===== src/rtl/dma_seq_pkg.sv =====
package dma_seq_pkg;

   typedef enum logic [1:0] {
      SRC_AUTO   = 2'b00,
      SRC_PERIPH = 2'b01,
      SRC_PIN    = 2'b10,
      SRC_NONE   = 2'b11
   } src_e;

   typedef enum logic [1:0] {
      DET_LOW  = 2'b00,
      DET_FALL = 2'b01,
      DET_HIGH = 2'b10,
      DET_RISE = 2'b11
   } det_e;

   typedef enum logic [1:0] {
      SZ_BYTE   = 2'b00,
      SZ_WORD   = 2'b01,
      SZ_LONG   = 2'b10,
      SZ_UNIT16 = 2'b11
   } size_e;

   typedef enum logic [1:0] {
      ST_IDLE = 2'b00,
      ST_REQ  = 2'b01,
      ST_XFER = 2'b10
   } state_e;

   // packed so that the bit layout equals the control word [7:0]
   typedef struct packed {
      src_e  src;
      det_e  det;
      logic  ie;
      logic  burst;
      size_e size;
   } ctl_t;

   localparam int CTL_W = $bits(ctl_t);

endpackage


===== src/rtl/dma_req_detect.sv =====
module dma_req_detect
   import dma_seq_pkg::*;
#(
   parameter int HAS_PIN     = 1,
   parameter int SYNC_STAGES = 2
) (
   input  logic  clk_i,
   input  logic  rst_ni,
   input  logic  req_pin_i,
   input  logic  req_periph_i,
   input  src_e  src_i,
   input  det_e  det_i,
   input  logic  end_flag_i,
   input  logic  cfg_we_i,
   input  logic  unit_start_i,
   output logic  req_valid_o,
   output logic  one_shot_o
);

   logic pin_req;
   logic pin_one_shot;

   generate
      if (HAS_PIN != 0) begin : g_pin
         logic [SYNC_STAGES-1:0] sync_q;
         logic                   dly_q;
         logic                   pend_q;
         logic                   lvl;
         logic                   rise_hit;
         logic                   fall_hit;
         logic                   edge_hit;

         always_ff @(posedge clk_i or negedge rst_ni) begin
            if (!rst_ni) begin
               sync_q <= '0;
               dly_q  <= 1'b0;
            end else begin
               sync_q <= {sync_q[SYNC_STAGES-2:0], req_pin_i};
               dly_q  <= sync_q[SYNC_STAGES-1];
            end
         end

         assign lvl      = sync_q[SYNC_STAGES-1];
         assign rise_hit = lvl & ~dly_q;
         assign fall_hit = ~lvl & dly_q;
         assign edge_hit = (src_i == SRC_PIN) && !end_flag_i &&
                           (((det_i == DET_RISE) && rise_hit) ||
                            ((det_i == DET_FALL) && fall_hit));

         always_ff @(posedge clk_i or negedge rst_ni) begin
            if (!rst_ni) begin
               pend_q <= 1'b0;
            end else if (cfg_we_i) begin
               pend_q <= 1'b0;
            end else if (edge_hit) begin
               pend_q <= 1'b1;
            end else if (unit_start_i) begin
               pend_q <= 1'b0;
            end
         end

         always_comb begin
            unique case (det_i)
               DET_LOW:  pin_req = ~lvl;
               DET_HIGH: pin_req = lvl;
               default:  pin_req = pend_q;
            endcase
         end

         assign pin_one_shot = det_i[0];

         // a latched edge survives until its unit starts or a rewrite
         a_r3_pend_holds: assert property (@(posedge clk_i) disable iff (!rst_ni)
            (pend_q && !unit_start_i && !cfg_we_i) |=> pend_q);
      end else begin : g_nopin
         logic unused_pin;
         assign unused_pin   = ^{req_pin_i, det_i, end_flag_i, cfg_we_i, unit_start_i};
         assign pin_req      = 1'b0;
         assign pin_one_shot = 1'b0;
      end
   endgenerate

   always_comb begin
      unique case (src_i)
         SRC_AUTO:   req_valid_o = 1'b1;
         SRC_PERIPH: req_valid_o = req_periph_i;
         SRC_PIN:    req_valid_o = pin_req;
         default:    req_valid_o = 1'b0;
      endcase
   end

   assign one_shot_o = (src_i == SRC_AUTO) || ((src_i == SRC_PIN) && pin_one_shot);

endmodule


===== src/rtl/dma_xfer_count.sv =====
module dma_xfer_count #(
   parameter int CNT_W = 16
) (
   input  logic             clk_i,
   input  logic             rst_ni,
   input  logic             cnt_load_i,
   input  logic [CNT_W-1:0] cnt_value_i,
   input  logic             unit_done_i,
   input  logic             end_clr_i,
   output logic [CNT_W-1:0] cnt_o,
   output logic             end_o,
   output logic             last_unit_o,
   output logic             armed_o
);

   logic [CNT_W-1:0] cnt_q;
   logic             end_q;
   logic             end_set;

   assign last_unit_o = (cnt_q == CNT_W'(1));
   assign end_set     = unit_done_i && last_unit_o;

   always_ff @(posedge clk_i or negedge rst_ni) begin
      if (!rst_ni) begin
         cnt_q <= '0;
      end else if (cnt_load_i) begin
         cnt_q <= cnt_value_i;
      end else if (unit_done_i && (cnt_q != '0)) begin
         cnt_q <= cnt_q - CNT_W'(1);
      end
   end

   always_ff @(posedge clk_i or negedge rst_ni) begin
      if (!rst_ni) begin
         end_q <= 1'b0;
      end else if (end_set) begin
         end_q <= 1'b1;
      end else if (end_clr_i) begin
         end_q <= 1'b0;
      end
   end

   assign cnt_o   = cnt_q;
   assign end_o   = end_q;
   assign armed_o = (cnt_q != '0) && !end_q;

   // finishing the final unit raises the end flag
   a_r9_end_on_last: assert property (@(posedge clk_i) disable iff (!rst_ni)
      (unit_done_i && cnt_q == CNT_W'(1)) |=> end_q);

endmodule


===== src/rtl/dma_unit_seq.sv =====
module dma_unit_seq
   import dma_seq_pkg::*;
#(
   parameter int UNIT_BEATS = 4
) (
   input  logic  clk_i,
   input  logic  rst_ni,
   input  logic  armed_i,
   input  logic  req_valid_i,
   input  logic  one_shot_i,
   input  logic  burst_i,
   input  size_e size_i,
   input  logic  last_unit_i,
   input  logic  bus_gnt_i,
   input  logic  cyc_done_i,
   output logic  bus_req_o,
   output logic  xfer_act_o,
   output size_e cyc_size_o,
   output logic  unit_start_o,
   output logic  unit_done_o
);

   localparam int BEAT_W = (UNIT_BEATS > 1) ? $clog2(UNIT_BEATS) : 1;
   localparam logic [BEAT_W-1:0] LAST_IDX = BEAT_W'(UNIT_BEATS - 1);

   state_e            state_q, state_d;
   logic [BEAT_W-1:0] beats_q, beats_d;
   logic [BEAT_W-1:0] first_beats;
   logic              keep_bus;

   assign first_beats = (size_i == SZ_UNIT16) ? LAST_IDX : '0;
   assign keep_bus    = burst_i && !last_unit_i && (one_shot_i || req_valid_i);

   always_comb begin
      state_d      = state_q;
      beats_d      = beats_q;
      unit_start_o = 1'b0;
      unit_done_o  = 1'b0;
      unique case (state_q)
         ST_IDLE: begin
            if (armed_i && req_valid_i) state_d = ST_REQ;
         end
         ST_REQ: begin
            if (!armed_i) begin
               state_d = ST_IDLE;
            end else if (bus_gnt_i) begin
               state_d      = ST_XFER;
               beats_d      = first_beats;
               unit_start_o = 1'b1;
            end
         end
         ST_XFER: begin
            if (cyc_done_i) begin
               if (beats_q == '0) begin
                  unit_done_o = 1'b1;
                  if (keep_bus) begin
                     beats_d      = first_beats;
                     unit_start_o = 1'b1;
                  end else begin
                     state_d = ST_IDLE;
                  end
               end else begin
                  beats_d = beats_q - BEAT_W'(1);
               end
            end
         end
         default: state_d = ST_IDLE;
      endcase
   end

   always_ff @(posedge clk_i or negedge rst_ni) begin
      if (!rst_ni) begin
         state_q <= ST_IDLE;
         beats_q <= '0;
      end else begin
         state_q <= state_d;
         beats_q <= beats_d;
      end
   end

   assign bus_req_o  = (state_q != ST_IDLE);
   assign xfer_act_o = (state_q == ST_XFER);
   assign cyc_size_o = (size_i == SZ_UNIT16) ? SZ_LONG : size_i;

   // cycle-steal gives the bus back after every unit
   a_r7_steal_release: assert property (@(posedge clk_i) disable iff (!rst_ni)
      (unit_done_o && !burst_i) |=> (state_q == ST_IDLE));

   // no release between the cycles of one unit
   a_r10_unit_intact: assert property (@(posedge clk_i) disable iff (!rst_ni)
      (state_q == ST_XFER && cyc_done_i && beats_q != '0) |=> (state_q == ST_XFER));

   // a bus cycle never carries the 16-byte code
   a_r6_cycle_size: assert property (@(posedge clk_i) disable iff (!rst_ni)
      (state_q == ST_XFER) |-> (cyc_size_o != SZ_UNIT16));

   // an ended or empty channel does not request the bus
   a_r9_quiet_disarmed: assert property (@(posedge clk_i) disable iff (!rst_ni)
      (state_q == ST_IDLE && !armed_i) |=> (state_q != ST_REQ));

endmodule


===== src/rtl/dma_chan_seq.sv =====
module dma_chan_seq
   import dma_seq_pkg::*;
#(
   parameter int CNT_W       = 16,
   parameter int HAS_PIN     = 1,
   parameter int SYNC_STAGES = 2,
   parameter int UNIT_BEATS  = 4
) (
   input  logic             clk_i,
   input  logic             rst_ni,
   input  logic             cfg_we_i,
   input  logic [8:0]       cfg_wdata_i,
   output logic [7:0]       cfg_rdata_o,
   input  logic             cnt_load_i,
   input  logic [CNT_W-1:0] cnt_value_i,
   input  logic             req_pin_i,
   input  logic             req_periph_i,
   output logic             bus_req_o,
   input  logic             bus_gnt_i,
   input  logic             cyc_done_i,
   output logic             xfer_act_o,
   output logic [1:0]       cyc_size_o,
   output logic [CNT_W-1:0] cnt_left_o,
   output logic             end_flag_o,
   output logic             irq_o
);

   localparam int END_CLR_BIT = CTL_W;

   generate
      if (CNT_W < 2) begin : g_bad_cnt
         $error("dma_chan_seq: CNT_W must be at least 2");
      end
      if (SYNC_STAGES < 2) begin : g_bad_sync
         $error("dma_chan_seq: SYNC_STAGES must be at least 2");
      end
      if (HAS_PIN != 0 && HAS_PIN != 1) begin : g_bad_pin
         $error("dma_chan_seq: HAS_PIN must be 0 or 1");
      end
      if (UNIT_BEATS != 4) begin : g_bad_beats
         $error("dma_chan_seq: a 16-byte unit needs UNIT_BEATS of 4");
      end
   endgenerate

   ctl_t        ctl_q;
   logic [7:0]  ctl_wr;
   logic        end_clr;
   logic        armed;
   logic        last_unit;
   logic        req_valid;
   logic        one_shot;
   logic        unit_start;
   logic        unit_done;
   size_e       cyc_size;

   generate
      if (HAS_PIN != 0) begin : g_ctl_pin
         assign ctl_wr = cfg_wdata_i[7:0];
      end else begin : g_ctl_nopin
         assign ctl_wr = {cfg_wdata_i[7:6], 2'b00, cfg_wdata_i[3:0]};
      end
   endgenerate

   always_ff @(posedge clk_i or negedge rst_ni) begin
      if (!rst_ni) begin
         ctl_q <= '0;
      end else if (cfg_we_i) begin
         ctl_q <= ctl_t'(ctl_wr);
      end
   end

   assign end_clr = cfg_we_i && cfg_wdata_i[END_CLR_BIT];

   dma_req_detect #(
      .HAS_PIN     (HAS_PIN),
      .SYNC_STAGES (SYNC_STAGES)
   ) u_detect (
      .clk_i        (clk_i),
      .rst_ni       (rst_ni),
      .req_pin_i    (req_pin_i),
      .req_periph_i (req_periph_i),
      .src_i        (ctl_q.src),
      .det_i        (ctl_q.det),
      .end_flag_i   (end_flag_o),
      .cfg_we_i     (cfg_we_i),
      .unit_start_i (unit_start),
      .req_valid_o  (req_valid),
      .one_shot_o   (one_shot)
   );

   dma_xfer_count #(
      .CNT_W (CNT_W)
   ) u_count (
      .clk_i       (clk_i),
      .rst_ni      (rst_ni),
      .cnt_load_i  (cnt_load_i),
      .cnt_value_i (cnt_value_i),
      .unit_done_i (unit_done),
      .end_clr_i   (end_clr),
      .cnt_o       (cnt_left_o),
      .end_o       (end_flag_o),
      .last_unit_o (last_unit),
      .armed_o     (armed)
   );

   dma_unit_seq #(
      .UNIT_BEATS (UNIT_BEATS)
   ) u_seq (
      .clk_i        (clk_i),
      .rst_ni       (rst_ni),
      .armed_i      (armed),
      .req_valid_i  (req_valid),
      .one_shot_i   (one_shot),
      .burst_i      (ctl_q.burst),
      .size_i       (ctl_q.size),
      .last_unit_i  (last_unit),
      .bus_gnt_i    (bus_gnt_i),
      .cyc_done_i   (cyc_done_i),
      .bus_req_o    (bus_req_o),
      .xfer_act_o   (xfer_act_o),
      .cyc_size_o   (cyc_size),
      .unit_start_o (unit_start),
      .unit_done_o  (unit_done)
   );

   assign cyc_size_o  = cyc_size;
   assign cfg_rdata_o = ctl_q;
   assign irq_o       = end_flag_o & ctl_q.ie;

endmodule


===== config.mk =====
export PLATFORM = sky130hd
export DESIGN_NAME = dma_chan_seq
export DESIGN_NICKNAME = d
export VERILOG_FILES = /design/src/rtl/dma_seq_pkg.sv /design/src/rtl/dma_req_detect.sv /design/src/rtl/dma_xfer_count.sv /design/src/rtl/dma_unit_seq.sv /design/src/rtl/dma_chan_seq.sv
export SDC_FILE = /design/constraint.sdc
export NUM_CORES = 1
export LEC_CHECK = 0
export ABC_AREA = 1
export CAP_MARGIN = 20
export CORE_MARGIN = 2
export CORE_UTILIZATION = 63
export DETAILED_ROUTE_END_ITERATION = 16
export DONT_BUFFER_PORTS = 1
export PLACE_DENSITY = 0.79
export SLEW_MARGIN = 30
export SYNTH_ARGS = -nofsm -noshare
export SYNTH_HDL_FRONTEND = slang
export SYNTH_SLANG_ARGS = --single-unit

===== constraint.sdc =====
create_clock -name clk_i -period 1.8 [get_ports clk_i]
set_input_delay 0.36 -clock clk_i [delete_from_list [all_inputs] [get_ports clk_i]]
set_output_delay 0.36 -clock clk_i [all_outputs]
set_load 0.005 [all_outputs]

## After elaboration in Yosys (flattened, before gate mapping)

Index checks and enable logic that the tools add are counted.
W data, S select, Z words.

- Memory bits (writable): 0
- Bits of input ports: 33
- Latch bits: 0
- Flip-flop bits (word level): 33
- Memory bits (read-only): 0
- Word-level logic and storage cells: 98
- Memories kept: 0

- Order comparisons: 0
- Add/sub/neg operators: 2
- Mux-type cells: 33
- Bitwise gates (word level): 5
- Shift-type cells: 0
- Eq/ne operators: 17
- Multipliers: 0
- Reduce and logical (&&, ||, !) cells: 29
- Divide/modulo/power cells: 0

Operator list:

| operator | count |
|---|---|
| $mux W16 | 2 |
| $mux W2 | 13 |
| $eq A16 B1 Y1 const B | 1 |
| $reduce_bool A16 Y1 | 1 |
| $sub A16 B1 Y16 const B | 1 |
| $mux W1 | 13 |
| $logic_and A1 B1 Y1 | 12 |
| $eq A2 B2 Y1 const B | 5 |
| $reduce_and A5 Y1 | 2 |
| $logic_not A2 Y1 | 4 |
| $reduce_bool A2 Y1 | 4 |
| $eq A2 B1 Y1 const B | 3 |
| $ne A2 B1 Y1 const B | 3 |
| $ne A2 B2 Y1 const B | 3 |
| $pmux W2 S3 | 1 |
| $pmux W1 S2 | 2 |
| $pmux W2 S2 | 1 |
| $and A1 B1 Y1 | 3 |
| $logic_or A1 B1 Y1 | 3 |
| $ne A3 B2 Y1 const B | 1 |
| $ne A3 B3 Y1 const B | 1 |
| $pmux W1 S3 | 1 |
| $reduce_bool A3 Y1 | 1 |
| $logic_not A1 Y1 | 2 |
| other kinds (2) | 3 |

## Longest topological paths before layout

Gate-level depths: netlist (run 1).

- Depth after elaboration: 12
- Mapped depth: 11
- Mapped depth without buffers: 11

## Cells and area by module

Synthesis (run 1) repeated with hierarchy kept, for this count alone.

- Cell total of the unflattened synthesis: 327
- Area, all modules: 2239.6 um2

By module, submodules not included:

| module | instances | cells an instance | sequential area each (um2) | area each (um2) |
|---|---|---|---|---|
| dma_xfer_count | 1 | 199 | 425.4 | 1306.3 |
| dma_unit_seq | 1 | 63 | 100.1 | 410.4 |
| dma_chan_seq | 1 | 38 | 200.2 | 320.3 |
| dma_req_detect | 1 | 27 | 100.1 | 202.7 |

## Least setup slack after synthesis (run 1)

Ideal clock, no wire load.

- Path type: register to register
- Start point: register u_seq.state_q[0]
- End point: register u_count.cnt_q[2] (netlist: u_count.cnt_o[2])
- Arrival time: 1.501 ns
- Clock period less this slack: 1.624 ns
- Path slack: 0.176 ns
- Buffers on the path: 0
- Setup time: 0.123 ns
- Stages on the path, launching flop included: 10
- Cells stage by stage: dfrtp_1 -> inv_1 -> ha_1 -> inv_2 -> nor3_4 -> nand2_4 -> nor2_2 -> inv_2 -> o21ai_1 -> a21oi_1

- Word-level cells in the longest chain between the ends: 4

RTL lines:

| element | line | text |
|---|---|---|
| from (decl) | dma_unit_seq.sv:26 | `state_e state_q, state_d;` |
| from (signal assigned) | dma_unit_seq.sv:76 | `state_q <= state_d;` |
| $eq A2 B2 Y1 | n/a |  |
| named net xfer_act_o | dma_chan_seq.sv:21 | `output logic xfer_act_o,` |
| $mux W1 | dma_unit_seq.sv:39 | `unique case (state_q)` |
| $logic_and A1 B1 Y1 | dma_xfer_count.sv:28 | `end else if (unit_done_i && (cnt_q != '0)) begin` |
| $reduce_bool A2 Y1 (no source line) | n/a |  |
| to (signal assigned) | dma_xfer_count.sv:27 | `cnt_q <= cnt_value_i;` |
| to (signal assigned) | dma_xfer_count.sv:29 | `cnt_q <= cnt_q - CNT_W'(1);` |
| to (decl) | dma_xfer_count.sv:16 | `logic [CNT_W-1:0] cnt_q;` |

The timed path passes the listed nets, and every way through them passes these cells.
A chain may end at the register's enable or synchronous reset.

## Final worst setup path (run 1)

- Start point: register u_seq.state_q[0]
- End point: register u_count.cnt_q[2] (netlist: u_count.cnt_o[2])

- Word-level cells in the longest chain between the ends: 4

RTL lines:

| element | line |
|---|---|
| $eq A2 B2 Y1 | dma_unit_seq.sv:39 |
| $mux W1 | dma_unit_seq.sv:39 |
| $logic_and A1 B1 Y1 | dma_xfer_count.sv:28 |
| $reduce_bool A2 Y1 (no source line) | n/a |

No other way between the ends.

==> qor.tcl, run 1 <==
set qor(grt_max_degree) 34
set qor(netlist-cell-type-count) 33
set qor(detailedPlacementHpwl_mm) 3.49
set qor(grt_pass1_vias) 1722
set qor(finalCritPeriodShare_pct) 93.9
set qor(synth.cell_area_sq_mm) 0.00206
set qor(die_w_um) 61.2
set qor(insertedDiodeCount) 0
set qor(synthesis.yosys.warnings) 0
set qor(worstMarginPinSlew_ns) 0.328
set qor(setup_viol) 0
set qor(routabilityCongestion) 0.829
set qor(peak_freq_ghz) 0.592
set qor(path_buf_inv) 3
set qor(grt_pass1_wl_mm) 7.34
set qor(floorplan.initialDensity_pct) 67.0
set qor(period_minus_slack_ns) 1.69
set qor(crit_top_cell) {sky130_fd_sc_hd__inv_2}
set qor(critPathMaxFanout) 5
set qor(path_delay_family) {simple AND/OR/NAND/NOR gates}
set qor(die_y_um) 61.2
set qor(power_density_mw_per_mm2) 1010
set qor(worst-endpoint-required_ns) 2.04
set qor(cts_root_buf) {sky130_fd_sc_hd__clkbuf_4}
set qor(drt_wl_total_mm) 4.63
set qor(max_cap_viol_count) 0
set qor(cts.clk_slew.worst_paths_ns) 0.11
set qor(final_max_slew_viol_count) 0
set qor(drive_gt1_share_pct) 16.4
set qor(post_synth_inst_count) 269
set qor(num_rows) 20
set qor(cts_buffers) 5
set qor(p_leak_nw) 1.07
set qor(grt_overflow) 0
set qor(grt_antenna_before_repair) 0
set qor(layout.nets) 317
set qor(worst_ep_arrival_time_ns) 1.93
set qor(post-layout-total-power_mw) 2.28
set qor(placement.io_buffers) 0
set qor(worst_skew_pair.late_latency_ns) 0.34
set qor(cts_setup_buffers) 0
set qor(vias) 1775
set qor(post_synth.cell_area_avg_sq_um) 7.67
set qor(worst_path_cell_chain) {inv_1 > ha_1 > inv_2 > nor3_4 > nand2_4 > nor2_2 > inv_2 > o21ai_1 > a21oi_1}
set qor(postLayoutSetupSlackWorst_ns) 0.110
set qor(design.portCount) 63
set qor(core_region_area_sq_mm) 0.00308
set qor(detail_route.vias_per_cell) 5.48
set qor(slew_headroom_pct) 78.1
set qor(peakVddDrop_mv) 0.549
set qor(num-fill-cells) 249
set qor(worst_skew_ns) 0.00925
set qor(cts-root-to-sink-buffers) 2
set qor(crit_type) {reg2reg}
set qor(synthesis.nets) 307
set qor(drc) 0
set qor(synth-seq-area-share_pct) 40.0
set qor(final-hold-violation-count) 0
set qor(drt-pass1-iter-count) 4
set qor(ys_ff_latch) 33
set qor(floorplan.die_area_sq_mm) 0.00375
set qor(preCtsSetupSlack_ns) 0.0787
set qor(post_drt_wl_per_cell_um) 14.3
set qor(drt_iter0_drc) 102
set qor(hold_path.class) {in2reg}
set qor(cp-start-kind) {flop}
set qor(layout_area_overhead_pct) 8.73
set qor(critical_path.max_stage_delay_ns) 0.41
set qor(end_kind) {flop}
set qor(ctsHtreeMaxLevel) 2
set qor(tritoncts) {built}
set qor(run_status) {completed}
set qor(cpMaxStageDelayCell) {sky130_fd_sc_hd__dfrtp_1}
set qor(groute.usage.overall_pct) 26.7
set qor(clock_sink_count) 33
set qor(post_route_ant_nets) 0
==> kinds of logic after synthesis <==
group | Yosys count | synth area share [%]
simple gates | 140 | 31.7
compound gates | 42 | 13.8
buf+inv | 41 | 8.07
flops | 33 | 40.0
xor+xnor | 8 | 3.40
fa+ha+maj | 5 | 3.03
==> final timing paths <==
kind / start / end / slack [ns] / cells past startpoint
min in group asynchronous: rst_ni / u_detect.g_pin.sync_q[0] / 0.47 / 2
min reg2reg: u_detect.g_pin.sync_q[0] / u_detect.g_pin.sync_q[1] / 0.37 / 0
max: u_seq.state_q[0] / u_count.cnt_o[2] / 0.11 / 9
max reg2reg: u_seq.state_q[0] / u_count.cnt_o[2] / 0.11 / 9
min: req_pin_i / u_detect.g_pin.sync_q[0] / 0.03 / 0
max in group asynchronous: rst_ni / u_count.cnt_o[8] / 1.15 / 2
==> per-layer routing <==
layer / vias up / track usage [%] / share of wire [%] / wire [um]
met2: 54 / 45.4 / 50 / 2330
li1: 895 / - / - / -
met5: - / 0 / 0 / 0
met3: 8 / 7.77 / 5.9 / 271
met4: 0 / 10.6 / 1.3 / 62
met1: 818 / 31.9 / 43 / 1970
==> report_power, final <==
group,internal [mW],switching [mW],total [mW]
clock,0.147,0.263,0.410
sequential,0.869,0.154,1.02
combinational,0.315,0.527,0.842
==> worst reg2reg max path: cells and delay by family (launching register included) <==
| family | cells | cell delay (ns) |
|---|---|---|
| flops | 1 | 0.41 |
| simple gates | 3 | 0.53 |
| buf+inv | 3 | 0.25 |
| compound gates | 2 | 0.20 |
| fa+ha+maj | 1 | 0.19 |
==> layout by cell type (no fill, tap or decap), drive strengths merged <==
master	netlist	final
a21oi	6	6
a31o	1	1
buf	4	10
clkbuf	4	5
clkinv	0	2
clkinvlp	0	1
dfrtp	33	33
dlygate4sd3	0	1
ha	5	5
inv	33	33
nand2	74	74
nand3	21	21
nand4	5	5
nor2	37	37
nor3	3	3
o211ai	7	7
o21ai	22	22
o221ai	2	2
o22ai	3	3
o31ai	1	1
xnor2	3	3
xor2	5	5
==> synthesized netlist by cell type, drive strengths merged <==
| cell | number | share of area [%] |
|---|---|---|
| nand2 | 74 | 15 |
| nor2 | 37 | 8.6 |
| dfrtp | 33 | 40 |
| inv | 33 | 6.0 |
| o21ai | 22 | 5.3 |
| nand3 | 21 | 5.3 |
| o211ai | 7 | 3.5 |
| a21oi | 6 | 1.5 |
| ha | 5 | 3.0 |
| nand4 | 5 | 1.5 |
| xor2 | 5 | 2.1 |
| buf | 4 | 1.3 |
| clkbuf | 4 | 0.73 |
| nor3 | 3 | 1.5 |
| o22ai | 3 | 1.2 |
| xnor2 | 3 | 1.3 |
| o221ai | 2 | 1.5 |
| a31o | 1 | 0.42 |
| o31ai | 1 | 0.36 |
==> final cells by class <==
class                   instances  area [sq um]  share of cell area (%)
clock buffers                   5          37.5                    1.67
clock inverters                 3          17.5                   0.781
inverters                      33           124                    5.52
multi-input cells             195          1090                    48.4
flip-flops and latches         33           826                    36.8
well taps                      44          55.1                    2.45
repair buffers                 11          97.6                    4.35
==> metrics by stage <==
stage / hold slack (ns) / TNS (ns) / area, sq um / instances / utilization, %
2_1_floorplan: 0.0644 / 0 / 2060 / 269 / -
6_report: 0.0310 / 0 / 2240 / 324 / 72.9
3_3_place_gp: 0.0649 / 0 / 2140 / 314 / 69.6
5_1_grt: 0.0175 / -0.00489 / 2240 / 324 / 72.9
4_1_cts: 0.0182 / 0 / 2230 / 324 / 72.4
3_5_place_dp: 0.0648 / 0 / 2140 / 314 / 69.6
==> flip-flops by register name (all words and copies together) (netlist names) <==
name / flops
u_detect.g_pin.sync_q: 2
u_seq.beats_q: 2
u_detect.g_pin.pend_q: 1
u_count.cnt_o: 16
u_seq.state_q: 2
cfg_rdata_o: 8
u_count.end_o: 1
u_detect.g_pin.dly_q: 1
==> what timing repair did <==
action,CTS,global route
setup endpoints to repair,0,8
resized for setup,0,4
hold endpoints to repair,33,0
hold buffers,2,0
Power figures use the tool's default switching activity.
==> inputs of run 2 (changes only) <==
Settings changed: CORE_UTILIZATION 63 to 65, PLACE_DENSITY 0.79 to 0.81.
Clock period 1.8 ns to 2 ns, I/O delays scaled along.
==> qor.tcl, run 2 (synthesis results as in run 1) <==
set qor(cts.clk_slew.worst_paths_ns) 0.10 ;# about the same
set qor(seq_area_sq_um) 826 ;# unchanged
set qor(drive_gt1_share_pct) 13.2 ;# -3.2 points
set qor(worst_path_cell_chain) {inv_1 > ha_1 > nand2_2 > nor2_4 > nand2_4 > nand2_4 > nand2_4 > inv_1 > nand2_1 > o211ai_1}
set qor(hold_path.class) {in2reg}
set qor(run_status) {completed}
set qor(final_max_slew_viol_count) 0 ;# unchanged
set qor(core_region_area_sq_mm) 0.00303 ;# -1.6%
set qor(period_minus_slack_ns) 1.80 ;# +0.108 ns
set qor(grt_pass1_wl_mm) 7.22 ;# -1.7%
set qor(die_w_um) 60.3 ;# -1.4%
set qor(peakVddDrop_mv) 0.828 ;# +51%
set qor(drt_wl_total_mm) 4.32 ;# -6.8%
set qor(final-hold-violation-count) 0 ;# unchanged
set qor(post_route_ant_nets) 0 ;# unchanged
set qor(cts_root_buf) {sky130_fd_sc_hd__clkbuf_4}
set qor(post_drt_wl_per_cell_um) 13.6 ;# -4.8%
set qor(power_density_mw_per_mm2) 970 ;# -4.4%
set qor(max_cap_viol_count) 0 ;# unchanged
set qor(cts_buffers) 5 ;# unchanged
set qor(slew_headroom_pct) 67.5 ;# -11 points
set qor(crit_type) {reg2reg}
set qor(placement.io_buffers) 0 ;# unchanged
set qor(floorplan.die_area_sq_mm) 0.00364 ;# -2.9%
set qor(worst_skew_pair.late_latency_ns) 0.36 ;# +0.02 ns
set qor(peak_freq_ghz) 0.556 ;# -6.0%
set qor(vias) 1739 ;# -2.0%
set qor(cp-start-kind) {flop}
set qor(critical_path.max_stage_delay_ns) 0.45 ;# +0.04 ns
set qor(groute.usage.overall_pct) 26.9 ;# +0.14 points
set qor(finalCritPeriodShare_pct) 89.9 ;# -4.0 points
set qor(multi_input_comb_area_sq_mm) 0.00107 ;# -1.4%
set qor(design.portCount) 63 ;# unchanged
set qor(drt-pass1-iter-count) 4 ;# unchanged
set qor(cpMaxStageDelayCell) {sky130_fd_sc_hd__dfrtp_1}
set qor(cts_repair_resize_count) 0 ;# unchanged
set qor(drt_iter0_drc) 98 ;# -3.9%
set qor(insertedDiodeCount) 0 ;# unchanged
set qor(commonest_non_fill_non_tap_cell_in_the_layout) {sky130_fd_sc_hd__nand2_1}
set qor(ctsHtreeMaxLevel) 2 ;# unchanged
set qor(worst-endpoint-required_ns) 2.27 ;# +0.23 ns
set qor(setup_viol) 0 ;# unchanged
set qor(final.setup.tns_ns) 0 ;# unchanged
set qor(grt_overflow) 0 ;# unchanged
set qor(num-fill-cells) 239 ;# -4.0%
set qor(layout_area_overhead_pct) 6.85
set qor(post-layout-total-power_mw) 2.14 ;# -6.0%
set qor(p_leak_nw) 1.05 ;# -2.1%
set qor(worst_ep_arrival_time_ns) 2.07 ;# +0.14 ns
set qor(worst_skew_ns) 0.0147 ;# +0.00549 ns
set qor(end_kind) {flop}
set qor(most-common-layout-cells) {sky130_fd_sc_hd__nand2_1, sky130_fd_sc_hd__dfrtp_1, sky130_fd_sc_hd__inv_1}
set qor(detail_route.vias_per_cell) 5.49 ;# +0.14%
set qor(grt_max_degree) 34 ;# unchanged
set qor(flip_flop_count_of_the_largest_register_all_copies_and_words_added) 16 ;# unchanged
set qor(grt_pass1_vias) 1658 ;# -3.7%
set qor(clock_sink_count) 33 ;# unchanged
set qor(grt_antenna_before_repair) 0 ;# unchanged
set qor(tritoncts) {built}
set qor(worstMarginPinSlew_ns) 0.487 ;# +0.160 ns
set qor(crit_top_cell) {sky130_fd_sc_hd__nand2_4}
set qor(layout.nets) 310 ;# -2.2%
set qor(floorplan.initialDensity_pct) 68.1 ;# +1.1 points
set qor(cts-root-to-sink-buffers) 2 ;# unchanged
set qor(routabilityCongestion) 0.798 ;# -3.8%
set qor(die_y_um) 60.3 ;# -1.4%
set qor(critPathMaxFanout) 15 ;# +10
set qor(rsz_0062_raised_after_global_routing) {no}
set qor(drc) 0 ;# unchanged
set qor(num_rows) 20 ;# unchanged
set qor(detailedPlacementHpwl_mm) 3.22 ;# -7.8%
run 2: cell count changes in the layout (fill, tap and decap cells not counted), sizes merged:
cell and change:
bufinv +1, buf -7, clkinv -1
run 2: path summary, 6_finish.rpt:
path                       slack, ns                        to  cells after the start                      from
min reg2reg                     0.36  u_detect.g_pin.sync_q[1]                      0  u_detect.g_pin.sync_q[0]
min                             0.07  u_detect.g_pin.sync_q[0]                      0                 req_pin_i
max in group asynchronous       1.35          u_count.cnt_o[8]                      2                    rst_ni
max                             0.20         u_count.cnt_o[11]                     10          u_count.cnt_o[0]
min in group asynchronous       0.47            cfg_rdata_o[5]                      2                    rst_ni
max reg2reg                     0.20         u_count.cnt_o[11]                     10          u_count.cnt_o[0]
run 2: cell type report:
class	instances	share of cell area (%)
tap	44	2.50
multi-input combinational	195	48.6
inverter	33	5.62
timing repair buffer	4	2.04
clock buffer	5	1.70
sequential	33	37.5
clock inverter	3	2.10
run 2: worst max-delay path, delay by kind of cell, from the launching register on:
kind / cells / cell delay (ns)
AND/OR/NAND/NOR: 6 / 0.67
flip-flops: 1 / 0.45
buffers and inverters: 2 / 0.30
adder cells (fa/ha/maj): 1 / 0.21
AO/OA/AOI/OAI: 1 / 0.09
run 2: routing by layer:
layer  vias up  GRT usage (%)  routed length, um
li1        873              -                  -
met1       793           32.5               1850
met2        64           45.8               2060
met3         9           7.89                319
met4         0           9.52                 86
met5         -              0                  0
run 2: what timing repair did:
action                                 4_1_cts  5_1_grt
setup buffers                                0        0
hold buffers                                 2        0
endpoints found under the hold margin       33        0
run 2: report_power, final:
group / total (mW) / internal [mW] / switching, mW
logic: 0.691 / 0.254 / 0.437
clock network: 0.515 / 0.264 / 0.251
registers: 0.932 / 0.782 / 0.150
run 2: through the flow:
stage	hold slack, ns	cell area, sq um	setup WS [ns]	util [%]	cells
final	0.0694	2200	0.202	72.8	317
after global routing	0.0422	2200	0.0255	72.8	317
after CTS	0.0532	2200	0.214	72.8	317
after detailed placement	0.105	2090	0.252	69.0	307
after global placement	0.105	2090	0.296	69.0	307
after floorplan	0.104	2060	0.376	-	269
